File: config.mk
export PLATFORM = sky130hd
export DESIGN_NAME = tx_burst_filler
export DESIGN_NICKNAME = d
export VERILOG_FILES = /design/src/rtl/tfill_pkg.sv /design/src/rtl/tfill_arm.sv /design/src/rtl/tfill_enable.sv /design/src/rtl/tfill_burst.sv /design/src/rtl/tx_burst_filler.sv
export SDC_FILE = /design/constraint.sdc
export NUM_CORES = 1
export LEC_CHECK = 0
export ABC_CLOCK_PERIOD_IN_PS = 2500
export BUFFER_PORTS_ARGS = -buffer_cell sky130_fd_sc_hd__buf_2
export CAP_MARGIN = 20
export CORE_AREA = 10 10 47 49
export DETAILED_ROUTE_END_ITERATION = 10
export DIE_AREA = 0 0 57 59
export PLACE_DENSITY_LB_ADDON = 0.12
export SLEW_MARGIN = 10
export SYNTH_ARGS = -nofsm -noshare
export SYNTH_HDL_FRONTEND = slang
export SYNTH_SLANG_ARGS = --single-unit
File: constraint.sdc
create_clock -name clk_i -period 2.5 [get_ports clk_i]
set_clock_uncertainty 0.05 [all_clocks]
set_input_delay 0.25 -clock clk_i [delete_from_list [all_inputs] [get_ports clk_i]]
set_output_delay 0.25 -clock clk_i [all_outputs]
set_load 0.005 [all_outputs]
File: src/rtl/tfill_pkg.sv
package tfill_pkg;
  typedef enum logic {
    ST_IDLE  = 1'b0,
    ST_BURST = 1'b1
  } fill_state_e;
endpackage

File: src/rtl/tfill_arm.sv
module tfill_arm (
  input  logic clk_i,
  input  logic rst_ni,
  input  logic thre_i,
  input  logic start_i,
  output logic armed_o
);
  logic armed_q;

  // one burst per empty period; re-armed once THRE is seen low
  always_ff @(posedge clk_i or negedge rst_ni) begin
    if (!rst_ni)       armed_q <= 1'b1;
    else if (start_i)  armed_q <= 1'b0;
    else if (!thre_i)  armed_q <= 1'b1;
  end

  assign armed_o = armed_q;

  AST_START_ONLY_ARMED: assert property (@(posedge clk_i) disable iff (!rst_ni)
    start_i |-> armed_q && thre_i) else $error("start while not armed");
endmodule

File: src/rtl/tfill_enable.sv
module tfill_enable (
  input  logic clk_i,
  input  logic rst_ni,
  input  logic set_i,
  input  logic clr_i,
  input  logic eof_i,
  output logic en_o
);
  logic en_q;

  always_ff @(posedge clk_i or negedge rst_ni) begin
    if (!rst_ni)              en_q <= 1'b0;
    else if (clr_i || eof_i)  en_q <= 1'b0;
    else if (set_i)           en_q <= 1'b1;
  end

  assign en_o = en_q;

  AST_CLEAR_WINS: assert property (@(posedge clk_i) disable iff (!rst_ni)
    (clr_i || eof_i) |=> !en_q) else $error("enable not cleared");
endmodule

File: src/rtl/tfill_burst.sv
module tfill_burst
  import tfill_pkg::*;
#(
  parameter int BURST_MAX = 15
) (
  input  logic clk_i,
  input  logic rst_ni,
  input  logic thre_i,
  input  logic armed_i,
  input  logic en_i,
  input  logic cts_i,
  input  logic dsr_i,
  input  logic src_valid_i,
  input  logic src_eof_i,
  output logic busy_o,
  output logic start_o,
  output logic push_o,
  output logic eof_take_o
);
  localparam int CNT_W = $clog2(BURST_MAX + 1);
  localparam logic [CNT_W-1:0] LAST = CNT_W'(BURST_MAX - 1);

  fill_state_e      state_q, state_d;
  logic [CNT_W-1:0] cnt_q, cnt_d;
  logic             busy;

  assign busy       = (state_q == ST_BURST);
  // handshake lines are looked at only here, at the start
  assign start_o    = !busy && thre_i && armed_i && en_i && cts_i && dsr_i;
  assign push_o     = busy && src_valid_i && !src_eof_i;
  assign eof_take_o = busy && src_valid_i && src_eof_i;
  assign busy_o     = busy;

  always_comb begin
    state_d = state_q;
    cnt_d   = cnt_q;
    if (start_o) begin
      state_d = ST_BURST;
      cnt_d   = '0;
    end else if (busy) begin
      if (!src_valid_i || src_eof_i) begin
        state_d = ST_IDLE;
      end else begin
        cnt_d = cnt_q + 1'b1;
        if (cnt_q == LAST) state_d = ST_IDLE;
      end
    end
  end

  always_ff @(posedge clk_i or negedge rst_ni) begin
    if (!rst_ni) begin
      state_q <= ST_IDLE;
      cnt_q   <= '0;
    end else begin
      state_q <= state_d;
      cnt_q   <= cnt_d;
    end
  end

  AST_BURST_BOUND: assert property (@(posedge clk_i) disable iff (!rst_ni)
    busy |-> (cnt_q < CNT_W'(BURST_MAX))) else $error("burst overrun");
  AST_DRY_ENDS: assert property (@(posedge clk_i) disable iff (!rst_ni)
    (busy && !src_valid_i) |=> !busy) else $error("dry burst kept running");
  AST_START_GATED: assert property (@(posedge clk_i) disable iff (!rst_ni)
    $rose(busy) |-> $past(en_i && cts_i && dsr_i)) else $error("bad start");
endmodule

File: src/rtl/tx_burst_filler.sv
module tx_burst_filler #(
  parameter int DATA_W    = 8,
  parameter int BURST_MAX = 15
) (
  input  logic              clk_i,
  input  logic              rst_ni,
  input  logic              src_valid_i,
  input  logic [DATA_W-1:0] src_data_i,
  input  logic              src_eof_i,
  output logic              src_ready_o,
  output logic              fifo_push_o,
  output logic [DATA_W-1:0] fifo_data_o,
  input  logic              thre_i,
  input  logic              cts_i,
  input  logic              dsr_i,
  input  logic              en_set_i,
  input  logic              en_clr_i,
  output logic              tx_en_o
);
  logic armed, busy, start, push, eof_take, tx_en;

  tfill_arm u_arm (
    .clk_i   (clk_i),
    .rst_ni  (rst_ni),
    .thre_i  (thre_i),
    .start_i (start),
    .armed_o (armed)
  );

  tfill_enable u_enable (
    .clk_i  (clk_i),
    .rst_ni (rst_ni),
    .set_i  (en_set_i),
    .clr_i  (en_clr_i),
    .eof_i  (eof_take),
    .en_o   (tx_en)
  );

  tfill_burst #(.BURST_MAX(BURST_MAX)) u_burst (
    .clk_i       (clk_i),
    .rst_ni      (rst_ni),
    .thre_i      (thre_i),
    .armed_i     (armed),
    .en_i        (tx_en),
    .cts_i       (cts_i),
    .dsr_i       (dsr_i),
    .src_valid_i (src_valid_i),
    .src_eof_i   (src_eof_i),
    .busy_o      (busy),
    .start_o     (start),
    .push_o      (push),
    .eof_take_o  (eof_take)
  );

  assign src_ready_o = busy;
  assign fifo_push_o = push;
  assign fifo_data_o = src_data_i;
  assign tx_en_o     = tx_en;

  AST_EOF_DISABLES: assert property (@(posedge clk_i) disable iff (!rst_ni)
    (src_valid_i && src_ready_o && src_eof_i) |=> !tx_en_o) else $error("eof kept tx on");
  AST_PUSH_IN_BURST: assert property (@(posedge clk_i) disable iff (!rst_ni)
    fifo_push_o |-> src_ready_o && src_valid_i) else $error("push outside burst");
  AST_NO_START_DISABLED: assert property (@(posedge clk_i) disable iff (!rst_ni)
    (!src_ready_o && !tx_en_o) |=> !src_ready_o) else $error("burst while disabled");
endmodule

# Yosys cells after proc, flatten, opt, wreduce, memory -nomap -nowiden
# Index checks and enable logic that the tools add are counted.
[word_totals]
register_bits = 7
output_inout_bits = 11
elab_cells = 35
[op_classes]
n_mux = 11
reduce_logical = 16
n_addsub = 1
n_eq_ne = 3
[ops]
columns = ["operator", "count"]
rows = [
  ["two-way mux 4 bit", 3],
  ["logical AND 1 bit", 8],
  ["two-way mux 1 bit", 8],
  ["adder 4 x 1 -> 4 bit (second input constant)", 1],
  ["== test 4 bit (second input constant)", 1],
  ["nonzero test 2 bit", 2],
  ["zero test 1 bit", 3],
  ["logical OR 1 bit", 2],
  ["inequality test 2 x 1 -> 1 bit (second input constant)", 1],
  ["inequality test 2 bit (second input constant)", 1],
  ["AND reduction 2 bit", 1],
]

# Depth between registers and ports, before layout
# Gate-level depths: netlist (run 1).
[depth]
depth_word = 8
ltp_mapped = 5

# Hierarchy
# A second synthesis (run 1) with hierarchy kept.
[hier_totals]
cells_unflattened = 41
area_unflattened_um2 = 421.7
[modules_own_cells]
columns = ["mod", "area_per_inst_um2", "seq_area_each_um2", "cells_per_inst", "n_inst"]
rows = [
  ["tfill_burst", 284.0, 125.1, 27, 1],
  ["tx_burst_filler", 60.1, 0.0, 8, 1],
  ["tfill_arm", 38.8, 26.3, 3, 1],
  ["tfill_enable", 38.8, 25.0, 3, 1],
]

# Least setup slack after synthesis (run 1)
# Ideal clock, no wire load.
[synth_path]
kind = "flip-flop to flip-flop"
startpoint = "register u_burst.state_q, in the netlist u_burst.busy_o"
endpoint = "register u_burst.cnt_q[0]"
stages_incl_launch_ff = 4
n_path_buf = 0
setup_ns = 0.131
arrival_time_ns = 0.956
path_slack_ns = 1.364
cell_sequence = "dfrtp_1 nand4b_1 nor2_1 nor2_1"
[synth_via]
elab_chain_cells = 8
elab_cells_between_ends = 10
classes_between = "1 x eq/ne; 1 x mux; 8 x reduce/logical"
[synth_rtl]
columns = ["element", "line", "rtl"]
rows = [
  ["from (decl)", "tfill_burst.sv:23", "fill_state_e state_q, state_d;"],
  ["from (signal assigned)", "tfill_burst.sv:55", "state_q <= state_d;"],
  ["zero test 1 bit", "tfill_burst.sv:29", "assign start_o = !busy && thre_i && armed_i && en_i && cts_i && dsr_i;"],
  ["logical AND 1 bit (5 in a row)", "tfill_burst.sv:29", ""],
  ["inequality test 2 bit (no source line) or nonzero test 2 bit (tied branches)", "--", ""],
  ["AND reduction 2 bit (no source line)", "--", ""],
  ["to (signal assigned)", "tfill_burst.sv:56", "cnt_q <= cnt_d;"],
  ["to (decl)", "tfill_burst.sv:24", "logic [CNT_W-1:0] cnt_q, cnt_d;"],
]
# Several ways; a longest one is shown, not always the timed one.
# A chain may end at the register's enable or synchronous reset.

# Worst setup path after layout (run 1)
[layout_path]
startpoint = "register u_burst.state_q, in the netlist u_burst.busy_o"
endpoint = "output port fifo_push_o"
[layout_via]
elab_chain_cells = 2
[layout_rtl]
columns = ["element", "line", "rtl"]
rows = [
  ["logical AND 1 bit (2 in a row)", "tfill_burst.sv:30", "assign push_o = busy && src_valid_i && !src_eof_i;"],
  ["to (decl)", "tx_burst_filler.sv:11", "output logic fifo_push_o,"],
]
# No other way between the ends.

==> metrics.md, run 1 <==
| Metric | Value |
|---|---|
| Status | `complete, no violations` |
| Vias per inst | `4.91` |
| Synthesized instance count | `41` |
| CTS clk-pin slew, worst paths | `0.05 ns` |
| Leak pwr | `roughly 0.00027 µW` |
| Cell-internal power | `~200 µW` |
| Combinational group share of total power | `approximately an eighth` |
| Worst slack, placed | `1.27 ns` |
| Final Hold Slack | `0.0848 ns` |
| WL per Instance | `roughly 16 µm` |
| Yosys warnings | `0` |
| Number of global-route vias before repair | `349` |
| GRT Util Overall | `a little under 7%` |
| Synth Flop Type | `dfrtp_1` |
| Root Driver | `clkbuf_4` |
| Worst EP arrival | `1.04 ns` |
| Post-route setup slack | `1.16 ns` |
| First-pass GRT wire length | `roughly 1700 µm` |
| Max-Cap Viols | `0` |
| Yosys reg bits | `7` |
| Final Max Tran Viols | `0` |
| Syn Area/Cell | `10.1 µm²` |
| Final setup viols | `0` |
| Post-CTS Setup Inserts | `0` |
| Worst vdd ir | `0.171 mV` |
| Finished Layout Cells | `between 60 and 70` |
| Io pins | `28` |
| Hpwl dp | `roughly 940 µm` |
| HP Class | `in2reg` |
| Setup TNS | `0 ns` |
| Reg2reg end | `u_burst.cnt_q[2]` |
| Antenna cells | `0` |
| Synth area leader | `dfrtp_1` |
| Achievable frequency | `0.749 GHz` |
| Hold Path Stages | `2` |
| GPL Wtd Cong | `around 0.74` |
| Worst-Skew Late Latency | `about 0.25 ns` |
| CP Max Fanout | `5` |
| Port Buffers | `11` |
| Clk pwr share | `37.4%` |
| Die area | `about 3400 µm²` |
| Synth Net Count | `60` |
| Net Sw Frac | `approximately 25%` |
| Critical path origin | `u_burst.busy_o` |
| Synth area leaders | `dfrtp_1 36%, buf_4 15%, dfstp_2 6.3%, ha_1 6.0%, nand3b_4 4.8%` |
| Sequential Power Share | `49.6%` |
| First-pass DRT Iterations | `1` |
| Post-synth top area share | `a little over a third` |
| Slew @ Worst Pin | `0.320 ns` |
| DRC | `0` |
| Netlist cell types | `18` |
| CP Capture Type | `output port` |
| Sequential area share after synthesis | `42.6%` |
| Post-layout min period | `about 1.3 ns` |
| Reg2reg start | `u_burst.busy_o` |
| Initial antenna violation count | `0` |
| H-Tree Depth | `1` |
| Die width | `57 µm` |
| Count leader, synth | `buf_4` |
| Largest net degree at the start of global routing | `8` |
| Grt ovf | `0` |
| Critical path required time | `between 2 and 2.5 ns` |
| Area Overhead vs Synth | `12.4%` |
| Final Hold Fails | `0` |
| Pwr dens | `581 nW/µm²` |
| CTS sink count | `7` |
| Reg-to-reg setup timing slack | `1.28 ns` |
| Vias | `roughly 320` |
| Detailed Route WL | `approximately 1100 µm` |
| Post-synth top cells | `8 x buf_4, 6 x dfrtp_1, 5 x nor2_1` |
| Reg2reg path depth | `3` |
| Final period utilization | `53.4%` |
| TritonCTS clock tree | `built` |
| Number of synthesized flops with an enable pin | `0` |
| Relative slew slack | `78.6%` |
| Final ANT Viol Nets | `0` |
| Starting DRT DRC Count | `0` |
| Post-Syn Area | `414 µm²` |
| Setup crit start kind | `flop` |
| Row cnt | `14` |
| Layout cells sized above 1 | `34.7%` |
| Switching Power | `between 60 and 70 µW` |
| Asr flop ratio synth | `100%` |
| Unrepaired setup endpoints after global routing | `false` |
| Crit Path Class | `reg2out` |
| Die Y | `between 50 and 60 µm` |
| Clock buffer depth | `2` |
| Placed cells | `60` |
| Core area | `1400 µm²` |
| Initial Utilization | `between 20 and 30%` |
| CTS Buf Count | `3` |
| Hold Path Sink | `u_arm.armed_o` |
| Nets | `69` |
| Hold Crit Start | `thre_i` |
-- flip-flops by register name (all words and copies together) (netlist names) --
register / flops
u_burst.busy_o: 1
u_enable.en_o: 1
u_burst.cnt_q: 4
u_arm.armed_o: 1
-- power groups by stage --
stage | Combinational (µW) | Sequential, µW | Clock [µW]
after floorplan | 30.6 | 133 | 0
after global placement | 34.0 | 137 | 0
after detailed placement | 34.8 | 137 | 0
after CTS | 36.0 | 135 | 106
after global routing | 41.3 | 136 | 116
final | 35.1 | 134 | 101
-- routing by layer --
metal,track usage (%),vias up,routed length [µm]
met5,0,-,0
met4,6.04,0,28
met3,7.08,4,209
met2,11.0,32,537
met1,4.59,138,295
li1,-,145,-
-- worst max-delay path by stage --
stage	endpoint	slack (ns)
after floorplan	u_burst.cnt_q[0]	1.36
after global placement	u_burst.cnt_q[2]	1.30
after detailed placement	u_burst.cnt_q[2]	1.27
after CTS	fifo_push_o	1.14
after global routing	fifo_push_o	1.08
final	fifo_push_o	1.16
-- layout make-up --
type                       instances  area (µm²)
fill                             153         936
sequential                         7         176
multi-input combinational         23         166
timing repair buffer              12        65.1
clock buffer                       4        26.3
tap                               16        20.0
inverter                           3        11.3
-- logic make-up (layout without fill, tap and decap cells) --
| kind of cell | count (synthesis) | in the layout | share of synthesized area (%) |
|---|---|---|---|
| simple gates | 14 | 14 | 20.2 |
| buf+inv | 11 | 19 | 17.2 |
| flops | 7 | 7 | 42.6 |
| compound gates | 4 | 4 | 7.25 |
| fa+ha+maj | 2 | 2 | 6.04 |
| xor+xnor | 2 | 2 | 4.23 |
| mux | 1 | 1 | 2.42 |
-- worst max-delay path, stage by stage (launching register included) --
cell	delay, ns
dfrtp_1	0.44
nand3b_4	0.11
inv_1	0.11
buf_2	0.13
-- placed cells by master (no fill, tap or decap) --
| cell type | count |
|---|---|
| xor2_1 | 1 |
| inv_1 | 3 |
| nor2_1 | 5 |
| clkbuf_1 | 1 |
| buf_2 | 11 |
| a21o_1 | 1 |
| or3_1 | 1 |
| dfrtp_1 | 6 |
| ha_1 | 2 |
| dfstp_2 | 1 |
| nand3b_4 | 1 |
| nand2_1 | 3 |
| a311oi_1 | 1 |
| xnor2_1 | 1 |
| nand3_1 | 2 |
| nand4b_1 | 2 |
| a21oi_2 | 1 |
| o21ai_0 | 1 |
| mux2i_1 | 1 |
| clkbuf_4 | 3 |
| dlygate4sd3_1 | 1 |
-- per-stage QoR --
| step | power (µW) | utilization (%) | cell area, µm² |
|---|---|---|---|
| after floorplan | 164 | - | 414 |
| after global placement | 171 | 30.6 | 429 |
| after detailed placement | 171 | 30.6 | 429 |
| after CTS | 277 | 33.2 | 465 |
| after global routing | 293 | 33.2 | 465 |
| final | 270 | 33.2 | 465 |
-- repair_timing --
item | in CTS | in global routing
hold buffers | 1 | 0
gates resized for setup | 0 | 0
endpoints found under the hold margin | 7 | 0
endpoints found under the setup margin | 0 | 0
(Power assumes the default switching activity.)
==> inputs of run 2 (changes only) <==
ABC_CLOCK_PERIOD_IN_PS = 1100   (was 2500)
clock period = 1.1 ns   (was 2.5 ns; I/O delays follow)
==> run 2 against run 1 <==
Sequential cell count stayed put. Die area stayed put. Sequential power is 130% higher. Count of clock-buffer cells in the layout stayed put. Sequential share of layout area is 6.1 points lower. Largest power group unchanged. The flow now finishes with violations (setup timing). Critical path depth stayed put. Setup slack worse by 1.2 ns. Via count is 12% higher.
==> metrics.md, run 2 (synthesis results as in run 1) <==
| Metric | Value |
|---|---|
| Status | `complete, but fails checks` |
| Failing checks | `setup timing` |
| Io pins | `28` |
| CP Max Fanout | `4` |
| CTS Buf Count | `3` |
| Port Buffers | `11` |
| Final ANT Viol Nets | `0` |
| Final setup viols | `6` |
| GPL Wtd Cong | `0.746` |
| Post-layout min period | `1.13 ns` |
| Vias | `~360` |
| Worst vdd ir | `0.536 mV` |
| Root Driver | `clkbuf_4` |
| Number of global-route vias before repair | `382` |
| Relative slew slack | `roughly 83%` |
| Grt ovf | `0` |
| Achievable frequency | `0.883 GHz` |
| Post-route setup slack | `-0.0322 ns` |
| Top Metal Used | `met4` |
| Area Overhead vs Synth | `35.6%` |
| Antenna cells | `0` |
| Most common cell after layout, fill and taps aside | `buf_2` |
| CTS sink count | `7` |
| Crit Path Class | `reg2reg` |
| Total power | `~680 µW` |
| Detailed Route WL | `approximately 1200 µm` |
| CP Capture Type | `flop` |
| Max reg flops | `4` |
| Setup TNS | `-0.0740 ns` |
| Final Hold Slack | `0.0442 ns` |
| Starting DRT DRC Count | `3` |
| Clock buffer depth | `2` |
| TritonCTS clock tree | `built` |
| CTS clk-pin slew, worst paths | `0.05 ns` |
| Initial antenna violation count | `0` |
| Initial Utilization | `29.6%` |
| First-pass GRT wire length | `1930 µm` |
| Unrepaired setup endpoints after global routing | `true` |
| Pwr dens | `1210 nW/µm²` |
| Slew @ Worst Pin | `0.253 ns` |
| Layout cells sized above 1 | `between 50% and 60%` |
| First-pass DRT Iterations | `2` |
| Final Hold Fails | `0` |
| Worst-Skew Late Latency | `roughly 0.25 ns` |
| M1 wire length | `330 µm` |
| GRT Util Overall | `7.86%` |
| Row cnt | `14` |
| Core area | `approximately 1400 µm²` |
| Largest net degree at the start of global routing | `8` |
| Max-Cap Viols | `0` |
| HP Class | `in2reg` |
| Leak pwr | `0.000306 µW` |
| Die area | `roughly 3400 µm²` |
| Nets | `77` |
| Die Y | `59 µm` |
| Met3 routed WL | `173 µm` |
| Routed wl met2 | `between 600 and 700 µm` |
| Vias per inst | `4.88` |
| Critical path required time | `1.23 ns` |
| Worst EP arrival | `1.27 ns` |
| Reg-to-reg setup timing slack | `-0.03 ns` |
| H-Tree Depth | `1` |
| Final Max Tran Viols | `0` |
| Die width | `between 50 and 60 µm` |
| WL per Instance | `16.0 µm` |
| Setup crit start kind | `flop` |
| Largest Register | `u_burst.cnt_q` |
| DRC | `0` |
| Final period utilization | `103%` |
| Most frequent cells in the layout | `10 x buf_2, 6 x buf_4, 4 x nor2_1, 4 x dfrtp_1` |
run 2: changes by cell type in the layout (fill, tap and decap cells not counted), moves of 2 or more:
cell | previous run | this run
inv_1 | 3 | 1
buf_4 | 0 | 6
dlygate4sd3_1 | 1 | 3
dfrtp_2 | 0 | 2
dfrtp_1 | 6 | 4
run 2: metal layers:
layer  GRT usage, %  vias up
met5              0        -
met4           4.03        0
met3           7.73        5
met2           13.2       25
met1           5.78      165
li1               -      161
run 2: what timing repair did:
item | 4_1_cts | 5_1_grt
pin swaps | 5 | 2
setup buffers | 3 | 0
hold endpoints to repair | 9 | 0
hold buffers | 3 | 0
resized for setup | 3 | 7
setup endpoints to repair | 6 | 9
run 2: where the power goes:
part	switching (µW)	internal (µW)
Sequential	29.5	282
Clock	96.9	139
Combinational	52.2	79.9
run 2: worst max-delay path, stage by stage, from the launching register on:
cell and delay [ns]:
dfrtp_1 0.42, nand3_2 0.09, or3_4 0.37, a21oi_2 0.13
run 2: final cells by class:
| cell class | instances | area [µm²] |
|---|---|---|
| Clock buffer | 4 | 26.3 |
| Sequential cell | 7 | 179 |
| Inverter | 3 | 13.8 |
| Timing Repair Buffer | 20 | 136 |
| Multi-Input combinational cell | 23 | 186 |
| Tap cell | 16 | 20.0 |
| Fill cell | 160 | 840 |
run 2: metrics by stage:
stage | setup WS [ns] | util, % | cell area [µm²] | cells
after floorplan | 0.0133 | - | 417 | 41
after global placement | -0.0539 | 32.4 | 454 | 63
after detailed placement | -0.0958 | 32.4 | 454 | 63
after CTS | -0.0341 | 38.8 | 544 | 73
after global routing | -0.0874 | 40.1 | 562 | 73
final | -0.0322 | 40.1 | 562 | 73
run 2: worst paths after layout:
check	start	end	depth (start not counted)
hold reg to reg	u_arm.armed_o	u_arm.armed_o	2
setup / recovery	u_burst.cnt_q[1]	u_burst.cnt_q[3]	3
setup reg to reg	u_burst.cnt_q[1]	u_burst.cnt_q[3]	3
max in group asynchronous	rst_ni	u_arm.armed_o	2
hold / removal	src_eof_i	u_enable.en_o	2
min in group asynchronous	rst_ni	u_enable.en_o	2
==> inputs of run 3 (changes only) <==
HOLD_SLACK_MARGIN = 0.1   (was unset)
PLACE_DENSITY = 0.65   (was unset)
PLACE_DENSITY_LB_ADDON = unset   (was 0.12)
==> run 3 against run 2 <==
The flow still finishes with violations (setup timing). First-iteration DRC count fell by 67%. Fmax up 0.61%. Power shrank 3.8%. Design area is 3.8% higher. Routed wire length shrank 21%. Register-to-register slack about the same. Clock power shrank 2%. Core utilization is 1.5 points higher. Setup slack gained 0.0069 ns. Global-route usage shrank 1.3 points. Non-clock buffer count is 3 higher. Critical path type unchanged. Highest routed layer is now met3.
==> metrics.md, run 3 (synthesis results as in run 1) <==
| Metric | Value |
|---|---|
| Status | `complete, but fails checks` |
| Failing checks | `setup timing` |
| CTS sink count | `7` |
| Final Hold Fails | `0` |
| Initial Utilization | `29.6%` |
| Die width | `57 µm` |
| CTS clk-pin slew, worst paths | `0.05 ns` |
| CTS Buf Count | `3` |
| Final Max Tran Viols | `0` |
| Achievable frequency | `0.889 GHz` |
| Max reg flops | `4` |
| Die area | `3360 µm²` |
| Number of global-route vias before repair | `397` |
| Pwr dens | `~1100 nW/µm²` |
| Critical path required time | `1.18 ns` |
| Post-layout min period | `1.13 ns` |
| CP Max Fanout | `5` |
| HP Class | `in2async` |
| Port Buffers | `11` |
| Vias per inst | `4.53` |
| Nets | `80` |
| Slew @ Worst Pin | `0.201 ns` |
| Vias | `around 340` |
| H-Tree Depth | `1` |
| Final period utilization | `102%` |
| Final setup viols | `5` |
| Worst-Skew Late Latency | `0.25 ns` |
| Starting DRT DRC Count | `1` |
| Reg2reg start | `u_burst.busy_o` |
| TritonCTS clock tree | `built` |
| Setup crit start kind | `flop` |
| Die Y | `approximately 59 µm` |
| Worst slack, placed | `-0.105 ns` |
| Total power | `654 µW` |
| First-pass DRT Iterations | `2` |
| Largest net degree at the start of global routing | `8` |
| Clock buffer depth | `2` |
| Hpwl dp | `689 µm` |
| Row cnt | `14` |
| Final core occ | `a little over two fifths` |
| Core area | `1400 µm²` |
| Post-route setup slack | `-0.0254 ns` |
| Area Overhead vs Synth | `40.8%` |
| Max-Cap Viols | `0` |
| Antenna cells | `0` |
| Worst vdd ir | `approximately 0.8 mV` |
| Unrepaired setup endpoints after global routing | `true` |
| Largest Register | `u_burst.cnt_q` |
| Relative slew slack | `just under 90%` |
| Crit Path Class | `reg2reg` |
| Worst EP arrival | `1.21 ns` |
| CP Capture Type | `flop` |
| Io pins | `28` |
| First-pass GRT wire length | `between 1500 and 2000 µm` |
| Grt ovf | `0` |
| WL per Instance | `12.1 µm` |
| Most common cell after layout, fill and taps aside | `buf_2` |
| GPL Wtd Cong | `0.768` |
| Root Driver | `clkbuf_4` |
| GRT Util Overall | `under 10%` |
| Critical path origin | `u_burst.busy_o` |
| DRC | `0` |
| Initial antenna violation count | `0` |
| Final ANT Viol Nets | `0` |
| Layout cells sized above 1 | `approximately 47%` |
| Leak pwr | `0.000321 µW` |
| Most frequent cells in the layout | `10 x buf_2, 6 x dlygate4sd3_1, 6 x buf_4, 5 x dfrtp_1, 4 x nor2_1` |
| Detailed Route WL | `923 µm` |
==> run 3: per-layer routing <==
| layer | GRT usage (%) | wire length (µm) | up-vias |
|---|---|---|---|
| met5 | 0 | 0 | - |
| met4 | 2.35 | 0 | 0 |
| met3 | 6.44 | 137 | 0 |
| met2 | 10.4 | 450 | 16 |
| met1 | 5.59 | 335 | 162 |
| li1 | - | - | 166 |
==> run 3: area by class of cell <==
class | instances | area (µm²)
sequential | 7 | 178
fill | 160 | 818
clock buffer | 4 | 26.3
multi-input combinational | 23 | 181
inverter | 3 | 11.3
timing repair buffer | 23 | 166
tap | 16 | 20.0
==> run 3: power by group <==
| part | switching (µW) | leakage [µW] | internal (µW) | total, µW |
|---|---|---|---|---|
| Clock | 92.1 | 0.0000150 | 138 | 230 |
| Combinational | 49.7 | 0.000215 | 73.5 | 123 |
| Sequential | 20.0 | 0.0000902 | 280 | 300 |
==> run 3: path summary, 6_finish.rpt <==
check	end	slack (ns)	cells after the start
min in group clk_i	fifo_data_o[5]	0.17	0
max in group asynchronous	u_arm.armed_o	0.61	2
hold reg to reg	u_arm.armed_o	0.42	2
setup / recovery	u_burst.cnt_q[2]	-0.03	3
hold / removal	u_burst.busy_o	0.16	2
setup reg to reg	u_burst.cnt_q[2]	-0.03	3
==> run 3: metrics by stage <==
step / setup TNS [ns] / cells / cell area [µm²] / hold WS, ns
after floorplan: 0 / 41 / 417 / -0.236
after global placement: -0.340 / 64 / 462 / -0.0976
after detailed placement: -0.452 / 64 / 462 / -0.0973
after CTS: -0.104 / 76 / 576 / 0.158
after global routing: -0.528 / 76 / 583 / 0.170
final: -0.0723 / 76 / 583 / 0.161
==> run 3: timing repair <==
item,CTS,global route
endpoints found under the setup margin,6,7
hold endpoints to repair,9,0
hold buffers,6,0
setup buffers,2,0
resized for setup,4,2
gates cloned,0,0
pin swaps,6,5
==> run 3: worst max-delay path, stage by stage (launching register included) <==
cell	delay (ns)
dfrtp_2	0.44
nand4b_1	0.26
nor2_4	0.19
nor2_1	0.07
